[config.mk]
export PLATFORM = sky130hd
export DESIGN_NAME = flash_cmd_decoder
export DESIGN_NICKNAME = d
export VERILOG_FILES = /design/src/rtl/fcd_pkg.sv /design/src/rtl/fcd_pattern.sv /design/src/rtl/fcd_seq.sv /design/src/rtl/flash_cmd_decoder.sv
export SDC_FILE = /design/constraint.sdc
export NUM_CORES = 1
export LEC_CHECK = 0
export BUFFER_PORTS_ARGS = -buffer_cell sky130_fd_sc_hd__clkbuf_2
export CAP_MARGIN = 20
export CORE_MARGIN = 10
export CORE_UTILIZATION = 46
export CTS_CLUSTER_DIAMETER = 80
export CTS_CLUSTER_SIZE = 24
export DETAILED_ROUTE_END_ITERATION = 8
export PLACE_DENSITY = 0.87
export SLEW_MARGIN = 20
export SYNTH_ARGS = -nofsm -noshare
export SYNTH_HDL_FRONTEND = slang
export SYNTH_SLANG_ARGS = --single-unit
[constraint.sdc]
create_clock -name clk -period 2.75 [get_ports clk]
set_clock_uncertainty 0.05 [all_clocks]
set_input_delay 0.275 -clock clk [delete_from_list [all_inputs] [get_ports clk]]
set_output_delay 0.275 -clock clk [all_outputs]
set_load 0.05 [all_outputs]
[src/rtl/fcd_pkg.sv]
package fcd_pkg;

  typedef enum logic [3:0] {
    OP_NONE     = 4'd0,
    OP_PROGRAM  = 4'd1,
    OP_CHIP_ERS = 4'd2,
    OP_SECT_ERS = 4'd3,
    OP_SECT_LCK = 4'd4,
    OP_SUSPEND  = 4'd5,
    OP_RESUME   = 4'd6,
    OP_ID_ENTER = 4'd7,
    OP_ID_EXIT  = 4'd8,
    OP_PR_PROG  = 4'd9,
    OP_PR_LOCK  = 4'd10,
    OP_SP_ENTER = 4'd11
  } op_e;

  typedef enum logic [2:0] {
    ST_IDLE,
    ST_KEY1,
    ST_KEY2,
    ST_PROG_DATA,
    ST_PREG_DATA,
    ST_ERS_SEL,
    ST_ERS_KEY1,
    ST_ERS_KEY2
  } seq_e;

  localparam logic [7:0] CODE_KEY_A   = 8'hAA;
  localparam logic [7:0] CODE_KEY_B   = 8'h55;
  localparam logic [7:0] CODE_PROG    = 8'hA0;
  localparam logic [7:0] CODE_ID_IN   = 8'h90;
  localparam logic [7:0] CODE_ID_OUT  = 8'hF0;
  localparam logic [7:0] CODE_PREG    = 8'hC0;
  localparam logic [7:0] CODE_EXTEND  = 8'h80;
  localparam logic [7:0] CODE_CHIP    = 8'h10;
  localparam logic [7:0] CODE_SECTOR  = 8'h30;
  localparam logic [7:0] CODE_LOCK    = 8'h60;
  localparam logic [7:0] CODE_SUSPEND = 8'hB0;

endpackage

[src/rtl/fcd_pattern.sv]
module fcd_pattern #(
  parameter int ADDR_W = 20,
  parameter int DATA_W = 16,
  parameter int CMP_W  = 11
) (
  input  logic [ADDR_W-1:0] addr,
  input  logic [DATA_W-1:0] data,
  output logic              hit_key_a,
  output logic              hit_key_b,
  output logic              hit_preg_lock,
  output logic [7:0]        code
);
  localparam logic [CMP_W-1:0] ADDR_KEY_A = CMP_W'(12'h555);
  localparam logic [CMP_W-1:0] ADDR_KEY_B = CMP_W'(12'h2AA);
  localparam logic [CMP_W-1:0] ADDR_PREG  = CMP_W'(12'h080);

  logic [CMP_W-1:0] low_addr;

  always_comb begin
    low_addr      = addr[CMP_W-1:0];
    code          = data[7:0];
    hit_key_a     = (low_addr == ADDR_KEY_A);
    hit_key_b     = (low_addr == ADDR_KEY_B);
    hit_preg_lock = (low_addr == ADDR_PREG);
  end
endmodule

[src/rtl/fcd_seq.sv]
module fcd_seq
  import fcd_pkg::*;
(
  input  logic       clk,
  input  logic       rst_n,
  input  logic       wr_en,
  input  logic       hit_key_a,
  input  logic       hit_key_b,
  input  logic       hit_preg_lock,
  input  logic [7:0] code,
  input  logic       lock_bit,
  output logic       fire,
  output op_e        fire_op,
  output logic       sp_mode
);
  seq_e st_q, st_d;
  logic sp_q, sp_d;
  logic oneshot_ok;

  always_comb begin
    oneshot_ok = (st_q == ST_IDLE) || (st_q == ST_KEY1) ||
                 (st_q == ST_ERS_SEL) || (st_q == ST_ERS_KEY1);
  end

  always_comb begin
    st_d    = st_q;
    sp_d    = sp_q;
    fire    = 1'b0;
    fire_op = OP_NONE;
    if (wr_en) begin
      if (sp_q) begin
        fire    = 1'b1;
        fire_op = OP_PROGRAM;
      end else begin
        st_d = ST_IDLE;
        if (oneshot_ok && (code == CODE_SUSPEND)) begin
          fire = 1'b1; fire_op = OP_SUSPEND;
        end else if (oneshot_ok && (code == CODE_SECTOR)) begin
          fire = 1'b1; fire_op = OP_RESUME;
        end else if (oneshot_ok && (code == CODE_ID_OUT)) begin
          fire = 1'b1; fire_op = OP_ID_EXIT;
        end else begin
          unique case (st_q)
            ST_IDLE:  if (hit_key_a && code == CODE_KEY_A) st_d = ST_KEY1;
            ST_KEY1:  if (hit_key_b && code == CODE_KEY_B) st_d = ST_KEY2;
            ST_KEY2: begin
              if (hit_key_a) begin
                case (code)
                  CODE_PROG:   st_d = ST_PROG_DATA;
                  CODE_PREG:   st_d = ST_PREG_DATA;
                  CODE_EXTEND: st_d = ST_ERS_SEL;
                  CODE_ID_IN:  begin fire = 1'b1; fire_op = OP_ID_ENTER; end
                  CODE_ID_OUT: begin fire = 1'b1; fire_op = OP_ID_EXIT;  end
                  default:     st_d = ST_IDLE;
                endcase
              end
            end
            ST_PROG_DATA: begin fire = 1'b1; fire_op = OP_PROGRAM; end
            ST_PREG_DATA: begin
              if (!hit_preg_lock) begin
                fire = 1'b1; fire_op = OP_PR_PROG;
              end else if (!lock_bit) begin
                fire = 1'b1; fire_op = OP_PR_LOCK;
              end
            end
            ST_ERS_SEL:  if (hit_key_a && code == CODE_KEY_A) st_d = ST_ERS_KEY1;
            ST_ERS_KEY1: if (hit_key_b && code == CODE_KEY_B) st_d = ST_ERS_KEY2;
            ST_ERS_KEY2: begin
              case (code)
                CODE_CHIP:   if (hit_key_a) begin fire = 1'b1; fire_op = OP_CHIP_ERS; end
                CODE_SECTOR: begin fire = 1'b1; fire_op = OP_SECT_ERS; end
                CODE_LOCK:   begin fire = 1'b1; fire_op = OP_SECT_LCK; end
                CODE_PROG:   if (hit_key_a) begin
                               fire = 1'b1; fire_op = OP_SP_ENTER; sp_d = 1'b1;
                             end
                default:     st_d = ST_IDLE;
              endcase
            end
            default: st_d = ST_IDLE;
          endcase
        end
      end
    end
  end

  always_ff @(posedge clk or negedge rst_n) begin
    if (!rst_n) begin
      st_q <= ST_IDLE;
      sp_q <= 1'b0;
    end else if (wr_en) begin
      st_q <= st_d;
      sp_q <= sp_d;
    end
  end

  assign sp_mode = sp_q;

  // once set, single-pulse mode holds until reset
  a_r9_single_sticky: assert property (@(posedge clk) disable iff (!rst_n)
    sp_q |=> sp_q);

  // a dropped write leaves the sequence position untouched
  a_r10_hold_when_idle: assert property (@(posedge clk) disable iff (!rst_n)
    !wr_en |=> $stable(st_q));

  // a completed or broken command always returns to idle
  a_r11_fire_returns_idle: assert property (@(posedge clk) disable iff (!rst_n)
    (fire && !sp_q) |=> (st_q == ST_IDLE));
endmodule

[src/rtl/flash_cmd_decoder.sv]
module flash_cmd_decoder
  import fcd_pkg::*;
#(
  parameter int ADDR_W      = 20,
  parameter int DATA_W      = 16,
  parameter int CMP_W       = 11,
  parameter int SYNC_STAGES = 2
) (
  input  logic              clk,
  input  logic              rst_n,
  input  logic              wr_valid,
  input  logic [ADDR_W-1:0] wr_addr,
  input  logic [DATA_W-1:0] wr_data,
  input  logic              prog_busy,
  output logic              req_valid,
  output logic [3:0]        req_op,
  output logic [ADDR_W-1:0] req_addr,
  output logic [DATA_W-1:0] req_data,
  output logic              single_mode
);
  logic [SYNC_STAGES-1:0] rst_pipe;
  logic                   rst_sync_n;

  always_ff @(posedge clk or negedge rst_n) begin
    if (!rst_n) rst_pipe <= '0;
    else        rst_pipe <= {rst_pipe[SYNC_STAGES-2:0], 1'b1};
  end
  assign rst_sync_n = rst_pipe[SYNC_STAGES-1];

  logic       wr_en;
  logic       hit_key_a, hit_key_b, hit_preg_lock;
  logic [7:0] code;
  logic       fire;
  op_e        fire_op;

  assign wr_en = wr_valid && !prog_busy;

  fcd_pattern #(.ADDR_W(ADDR_W), .DATA_W(DATA_W), .CMP_W(CMP_W)) pat_i (
    .addr          (wr_addr),
    .data          (wr_data),
    .hit_key_a     (hit_key_a),
    .hit_key_b     (hit_key_b),
    .hit_preg_lock (hit_preg_lock),
    .code          (code)
  );

  fcd_seq seq_i (
    .clk           (clk),
    .rst_n         (rst_sync_n),
    .wr_en         (wr_en),
    .hit_key_a     (hit_key_a),
    .hit_key_b     (hit_key_b),
    .hit_preg_lock (hit_preg_lock),
    .code          (code),
    .lock_bit      (wr_data[1]),
    .fire          (fire),
    .fire_op       (fire_op),
    .sp_mode       (single_mode)
  );

  always_ff @(posedge clk or negedge rst_sync_n) begin
    if (!rst_sync_n) begin
      req_valid <= 1'b0;
      req_op    <= OP_NONE;
      req_addr  <= '0;
      req_data  <= '0;
    end else begin
      req_valid <= fire;
      if (fire) begin
        req_op   <= fire_op;
        req_addr <= wr_addr;
        req_data <= wr_data;
      end
    end
  end

  // a request only follows a write that was accepted
  a_r12_req_after_write: assert property (@(posedge clk) disable iff (!rst_sync_n)
    req_valid |-> $past(wr_valid && !prog_busy));

  // the request carries the final write's address and data
  a_r12_addr_carried: assert property (@(posedge clk) disable iff (!rst_sync_n)
    req_valid |-> (req_addr == $past(wr_addr) && req_data == $past(wr_data)));

  // a write made while busy raises nothing
  a_r10_busy_dropped: assert property (@(posedge clk) disable iff (!rst_sync_n)
    (wr_valid && prog_busy) |=> !req_valid);

  // in single-pulse mode every accepted write is a program
  a_r8_single_programs: assert property (@(posedge clk) disable iff (!rst_sync_n)
    (single_mode && wr_valid && !prog_busy) |=> (req_valid && req_op == OP_PROGRAM));
endmodule

==> results.py, run 1 <==
metrics = {
    "power_and_ir_drop": {
        "peakVddDrop_v": 0.000483,
        "clkPwrFrac": 0.204,
        "p_sw_w": 0.000886,
        "totalPowerFinal_w": 0.00209,
        "leakagePower_nw": 1.43,
        "seqPwrFrac": 0.426,
        "p_sw_frac": 0.423,
        "pwr_density_cell_nw_per_um2": 712,
        "intPower_w": 0.00121,
        "combPwrFrac": 0.369,
    },
    "yosys": {
        "synthFlopType": "dfrtp_1",
        "ys_warn_count": 0,
        "synth_area_um2": 2340,
        "postSynthCellCount": 198,
        "yosysSeqAreaShare": 0.503,
        "async_reset_ff_frac": 1.00,
        "synthTopCellsByArea": "dfrtp_1 50%, mux2_1 17%, nand2_1 2.2%",
        "ys_seq_elements": 47,
        "syn_nets": 238,
        "yosys.area.top_type_share": 0.503,
        "avgSynthCellArea_um2": 11.8,
        "ys_types": 46,
        "synth_area_leader_cell": "dfrtp_1",
        "synth_edf_count": 0,
    },
    "die": {
        "core-area_um2": 4820,
        "num_rows": 25,
        "initial_core_util": 0.485,
        "die_w_um": 91.3,
        "ios": 82,
        "die_h_um": 91.3,
        "design.die.area_um2": 8330,
    },
    "placed_design": {
        "place_area_um2": 2830,
        "pre_cts_ws_ps": 60.8,
        "place.gp.congestion": 0.925,
        "dp.cells": 344,
        "dp_hpwl_um": 4630,
        "numPortBuffers": 81,
    },
    "worst_setup_path": {
        "cp_data_required_time_ps": 2880,
        "reg2regPathDepth": 7,
        "worstSetupPathType": "in -> reg",
        "worstPathArrival_ps": 2520,
        "r2r-end": "req_data[8]$_DFFE_PN0P_",
        "path_buf_inv": 4,
        "cp_cell_sequence": "clkbuf_2 -> buf_4 -> nor4_1 -> buf_4 -> nand4_1 -> o32ai_2 -> nand2b_1 -> a41oi_4 -> buf_12 -> mux2_1",
        "r2r_slack_ps": 390,
        "path_max_fanout": 33,
        "worst_path_most_repeated_cell": "buf_4",
        "rr_startpoint": "seq_i.st_q[2]$_DFFE_PN0P_",
        "timing.critical_path.slowest_cell_delay_ps": 360,
        "cp-end-kind": "flop",
        "crit_slowest_cell": "o32ai_2",
        "crit_family": "buffers and inverters",
        "start_kind": "primary input",
    },
    "run": {
        "max_cap_violations": 0,
    },
    "detailed_routing": {
        "drt_iter0_markers": 142,
        "drc": 0,
        "ant_nets": 0,
        "drt-total-wl_um": 5870,
        "drt-vias-per-instance": 5.48,
        "wl_per_cell_um": 16.6,
        "via_count": 1935,
        "firstDrtPassIters": 4,
    },
    "grt": {
        "grt_usage": 0.143,
        "grt_first_pass_wirelength_um": 9870,
        "grt_pass1_vias": 2012,
        "grt_max_degree": 46,
        "grt-ovfl-total": 0,
        "antenna_found_initial": 0,
    },
    "layout": {
        "drive_gt1_frac": 0.385,
        "final_common_cell": "clkbuf_2",
        "antennaDiodeCount": 0,
        "syn2layout_area_growth_pct": 25.7,
        "fin_area_um2": 2940,
        "layout.cells.non_filler": 353,
        "final_cell_mix": "81 x clkbuf_2, 46 x dfrtp_1, 36 x mux2_1",
        "num-fill-cells": 427,
        "final_nets": 325,
    },
    "worst_hold_path": {
        "min-delay-start": "wr_data[12]",
        "whs_path_depth": 2,
        "min_path_type": "in -> reg",
        "whs_endpoint": "req_data[12]$_DFFE_PN0P_",
    },
    "timing": {
        "final.period_utilization": 0.868,
        "relSlewSlack": 0.357,
        "fmaxAchievable_ghz": 0.419,
        "setup_slack_ps": 363,
        "rsz0062_at_grt": "no",
        "min_period_ps": 2390,
        "worstMarginPinSlew_ps": 965,
        "finalMaxSlewViolations": 0,
        "setup_tns_ps": 0,
        "hold_violations": 0,
        "finalSetupViolCount": 0,
    },
    "clock_network": {
        "h-tree-depth": 2,
        "root_buffer": "clkbuf_8",
        "cts_tree": "built",
        "clk_latency_ps": 290,
        "path_clk_slew_ps": 90,
        "cts_buffers": 5,
        "cts_resized": 0,
        "cts_setup_buffers": 0,
        "cts_num_sinks": 47,
        "cts.path.max_buffers": 2,
    },
    "status": {
        "status": "finished, final reports clean",
    },
}
==> Yosys cell counts, types with 3 or more instances <==
| cell type | instances |
|---|---|
| nor2_1 | 7 |
| nand3_1 | 7 |
| o21a_1 | 3 |
| buf_6 | 4 |
| nand4_1 | 4 |
| nor3_1 | 3 |
| clkbuf_1 | 6 |
| o21ai_0 | 3 |
| nand2_1 | 14 |
| a31oi_1 | 4 |
| a21oi_1 | 3 |
| nor4_1 | 8 |
| dfrtp_1 | 47 |
| nand2b_1 | 3 |
| inv_1 | 7 |
| mux2_1 | 36 |
==> through the flow <==
| step | hold slack [ps] | utilization |
|---|---|---|
| 2_1_floorplan | -70.6 | - |
| 3_3_place_gp | 11.7 | 0.588 |
| 3_5_place_dp | 11.3 | 0.588 |
| 4_1_cts | 133 | 0.610 |
| 5_1_grt | 137 | 0.610 |
| 6_report | 136 | 0.610 |
==> state kept, by name, summed over array words and instances (netlist names) <==
name	cells
seq_i.sp_mode	1
rst_pipe	2
req_addr	20
seq_i.st_q	3
req_op	4
req_data	16
req_valid	1
==> worst max-delay path by stage <==
stage | from | endpoint | slack (ps) | depth (start not counted)
detailed placement | wr_data[1] | req_addr[13]$_DFFE_PN0P_ | 60 | 8
finish | wr_data[0] | req_data[8]$_DFFE_PN0P_ | 360 | 10
floorplan | wr_data[0] | req_data[7]$_DFFE_PN0P_ | 300 | 7
CTS | wr_data[1] | req_addr[13]$_DFFE_PN0P_ | 380 | 8
global route | wr_data[0] | req_data[8]$_DFFE_PN0P_ | 230 | 10
global placement | wr_data[1] | req_addr[13]$_DFFE_PN0P_ | 110 | 8
==> cell type report <==
cell class              instances  area (um2)  area share
clock inverters                 1        8.76     0.00298
inverters                       7        26.3     0.00895
well taps                      67        83.8      0.0285
flip-flops and latches         47        1180       0.401
multi-input cells             134        1070       0.363
clock buffers                   7        86.3      0.0294
repair buffers                 90         488       0.166
==> what timing repair did <==
action | CTS | global route
endpoints found under the setup margin | 0 | 0
hold buffers | 1 | 0
endpoints found under the hold margin | 2 | 0
==> layer usage <==
layer	track usage	part of all wire	up-vias	routed length [um]
met1	0.167	0.41	944	2400
met4	0.0431	0.018	0	104
met3	0.0510	0.087	11	512
li1	-	-	896	-
met5	0	0	-	0
met2	0.239	0.49	84	2850
==> power groups by stage <==
stage | combinational [W] | clock [W] | sequential (W)
CTS | 0.000785 | 0.000442 | 0.000896
global placement | 0.000774 | 0 | 0.000898
floorplan | 0.000110 | 0 | 0.00136
finish | 0.000773 | 0.000427 | 0.000892
detailed placement | 0.000783 | 0 | 0.000908
global route | 0.000815 | 0.000468 | 0.000913
==> cell families after synthesis <==
| group | count (synthesis) | synth area share |
|---|---|---|
| simple gates | 65 | 0.167 |
| flops | 47 | 0.503 |
| mux | 38 | 0.183 |
| compound gates | 28 | 0.0975 |
| buf+inv | 17 | 0.0402 |
| xor+xnor | 2 | 0.00750 |
| other cells | 1 | 0.00161 |
No activity file was read; power rests on OpenSTA's default activity.
==> run 2, diff against run 1 <==
clock period = 2.55 ns   (was 2.75 ns; I/O delays follow)
==> run 2 against run 1 <==
- critical path type is now reg -> reg
- flip-flop and latch count unchanged
- critical path depth down 3
- cell count up 3.1%
- total power up 8.8%
- wire length up 4.9%
- worst hold slack worse by 29 ps
- global-route usage up 0.77 points
- via count down 0.16%
- register-to-register slack worse by 140 ps
- first-iteration DRC count down 35%
- non-clock buffer count up 11
- final area up 2.9%
==> results.py, run 2 (synthesis gave the netlist of run 1 again) <==
metrics = {
    "timing": {
        "finalMaxSlewViolations": 0,
        "relSlewSlack": 0.370,
        "rsz0062_at_grt": "no",
        "final.period_utilization": 0.903,
        "finalSetupViolCount": 0,
        "fmaxAchievable_ghz": 0.434,
        "setup_slack_ps": 246,
        "worstMarginPinSlew_ps": 945,
        "hold_violations": 0,
        "min_period_ps": 2300,
    },
    "die": {
        "ios": 82,
        "num_rows": 25,
        "design.die.area_um2": 8330,
        "die_h_um": 91.3,
        "die_w_um": 91.3,
        "core-area_um2": 4820,
        "initial_core_util": 0.485,
    },
    "detailed_routing": {
        "drc": 0,
        "wl_per_cell_um": 16.9,
        "ant_nets": 0,
        "firstDrtPassIters": 4,
        "drt_iter0_markers": 93,
        "via_count": 1932,
        "drt-vias-per-instance": 5.31,
        "drt-total-wl_um": 6150,
    },
    "layout": {
        "top_regs": "req_addr x20, req_data x16, req_op x4",
        "fin_area_um2": 3020,
        "largest_register_ffs": 20,
        "num-fill-cells": 413,
        "final_nets": 336,
        "antennaDiodeCount": 0,
        "syn2layout_area_growth_pct": 29.3,
        "drive_gt1_frac": 0.411,
        "final_cell_mix": "81 x clkbuf_2, 46 x dfrtp_1, 36 x mux2_1",
        "final_common_cell": "clkbuf_2",
        "top_register": "req_addr",
    },
    "worst_setup_path": {
        "timing.critical_path.slowest_cell_delay_ps": 530,
        "path_buf_inv": 1,
        "cp_cell_sequence": "or3b_2 -> nor2_1 -> a31oi_1 -> o21a_1 -> a41oi_4 -> buf_12 -> mux2_2",
        "cp_data_required_time_ps": 2700,
        "cp-end-kind": "flop",
        "rr_startpoint": "seq_i.st_q[0]$_DFFE_PN0P_",
        "crit_slowest_cell": "or3b_2",
        "worstPathArrival_ps": 2450,
        "worstSetupPathType": "reg -> reg",
        "crit_family": "simple AND/OR/NAND/NOR gates",
        "crit_start": "seq_i.st_q[0]$_DFFE_PN0P_",
        "path_max_fanout": 28,
        "start_kind": "flop",
    },
    "clock_network": {
        "cts_buffers": 5,
        "cts_num_sinks": 47,
        "cts.path.max_buffers": 2,
        "cts_resized": 0,
        "clk_latency_ps": 310,
        "h-tree-depth": 2,
        "cts_tree": "built",
        "path_clk_slew_ps": 90,
        "root_buffer": "clkbuf_8",
    },
    "run": {
        "max_cap_violations": 0,
    },
    "placed_design": {
        "place.gp.congestion": 0.939,
        "numPortBuffers": 81,
        "pre_cts_ws_ps": -77.8,
        "dp_hpwl_um": 4990,
        "place_area_um2": 2910,
    },
    "power_and_ir_drop": {
        "pwr_density_cell_nw_per_um2": 754,
        "leakagePower_nw": 1.49,
        "peakVddDrop_v": 0.000520,
    },
    "grt": {
        "grt_pass1_vias": 2099,
        "grt_first_pass_wirelength_um": 10300,
        "antenna_found_initial": 0,
        "grt-ovfl-total": 0,
        "grt_usage": 0.150,
        "grt_max_degree": 46,
    },
    "worst_hold_path": {
        "min_path_type": "in -> reg",
        "min-delay-start": "wr_data[10]",
    },
    "status": {
        "status": "finished, final reports clean",
    },
}
[run 2: layout make-up]
cell class	count	area [um2]	area share
multi-input cells	134	1070	0.353
flip-flops and latches	47	1180	0.390
clock inverters	2	13.8	0.00456
well taps	67	83.8	0.0278
repair buffers	101	571	0.189
clock buffers	6	82.6	0.0273
inverters	7	26.3	0.00870
[run 2: metrics by stage]
stage | util | cells | total power (W) | hold slack (ps) | setup TNS [ps]
after floorplan | - | 198 | 0.00158 | -90.6 | 0
after global placement | 0.605 | 355 | 0.00181 | -7.55 | -116
after detailed placement | 0.605 | 355 | 0.00183 | -6.13 | -2230
after CTS | 0.627 | 364 | 0.00230 | 107 | 0
after global routing | 0.627 | 364 | 0.00240 | 107 | 0
final | 0.627 | 364 | 0.00228 | 107 | 0
[run 2: what timing repair did]
action                                 4_1_cts  5_1_grt
hold buffers                                 1        0
buffers inserted                             0        0
endpoints found under the hold margin        2        0
[run 2: where the power goes]
group / leakage (nW) / internal, W / switching, W
clock: 0.0516 / 0.000222 / 0.000252
sequential: 0.596 / 0.000883 / 0.0000787
combinational: 0.839 / 0.000197 / 0.000644
total: 1.49 / 0.00130 / 0.000974
[run 2: path summary, 6_finish.rpt]
| path | end | slack [ps] | cells after the start |
|---|---|---|---|
| worst max-delay path | req_addr[13]$_DFFE_PN0P_ | 250 | 7 |
| min in group asynchronous | rst_pipe[0]$_DFF_PN0_ | 210 | 2 |
| worst min register to register | rst_pipe[1]$_DFF_PN0_ | 310 | 0 |
| worst min-delay path | req_data[10]$_DFFE_PN0P_ | 110 | 2 |
| worst max register to register | req_addr[13]$_DFFE_PN0P_ | 250 | 7 |
| max in group asynchronous | seq_i.st_q[2]$_DFFE_PN0P_ | 1480 | 0 |
[run 2: worst register-to-register path, delay by kind of cell, from the launching register on]
family	cells	cell delay [ps]
AO/OA/AOI/OAI	3	420
AND/OR/NAND/NOR	2	670
multiplexers	1	360
buffers and inverters	1	230
flip-flops	1	470
[run 2: metal layers]
metal  global-route usage  up-vias  share of wire
li1                     -      923              -
met1                0.169      938           0.42
met2                0.262       63           0.49
met3               0.0576        8          0.071
met4               0.0366        0          0.014
met5                    0        -              0
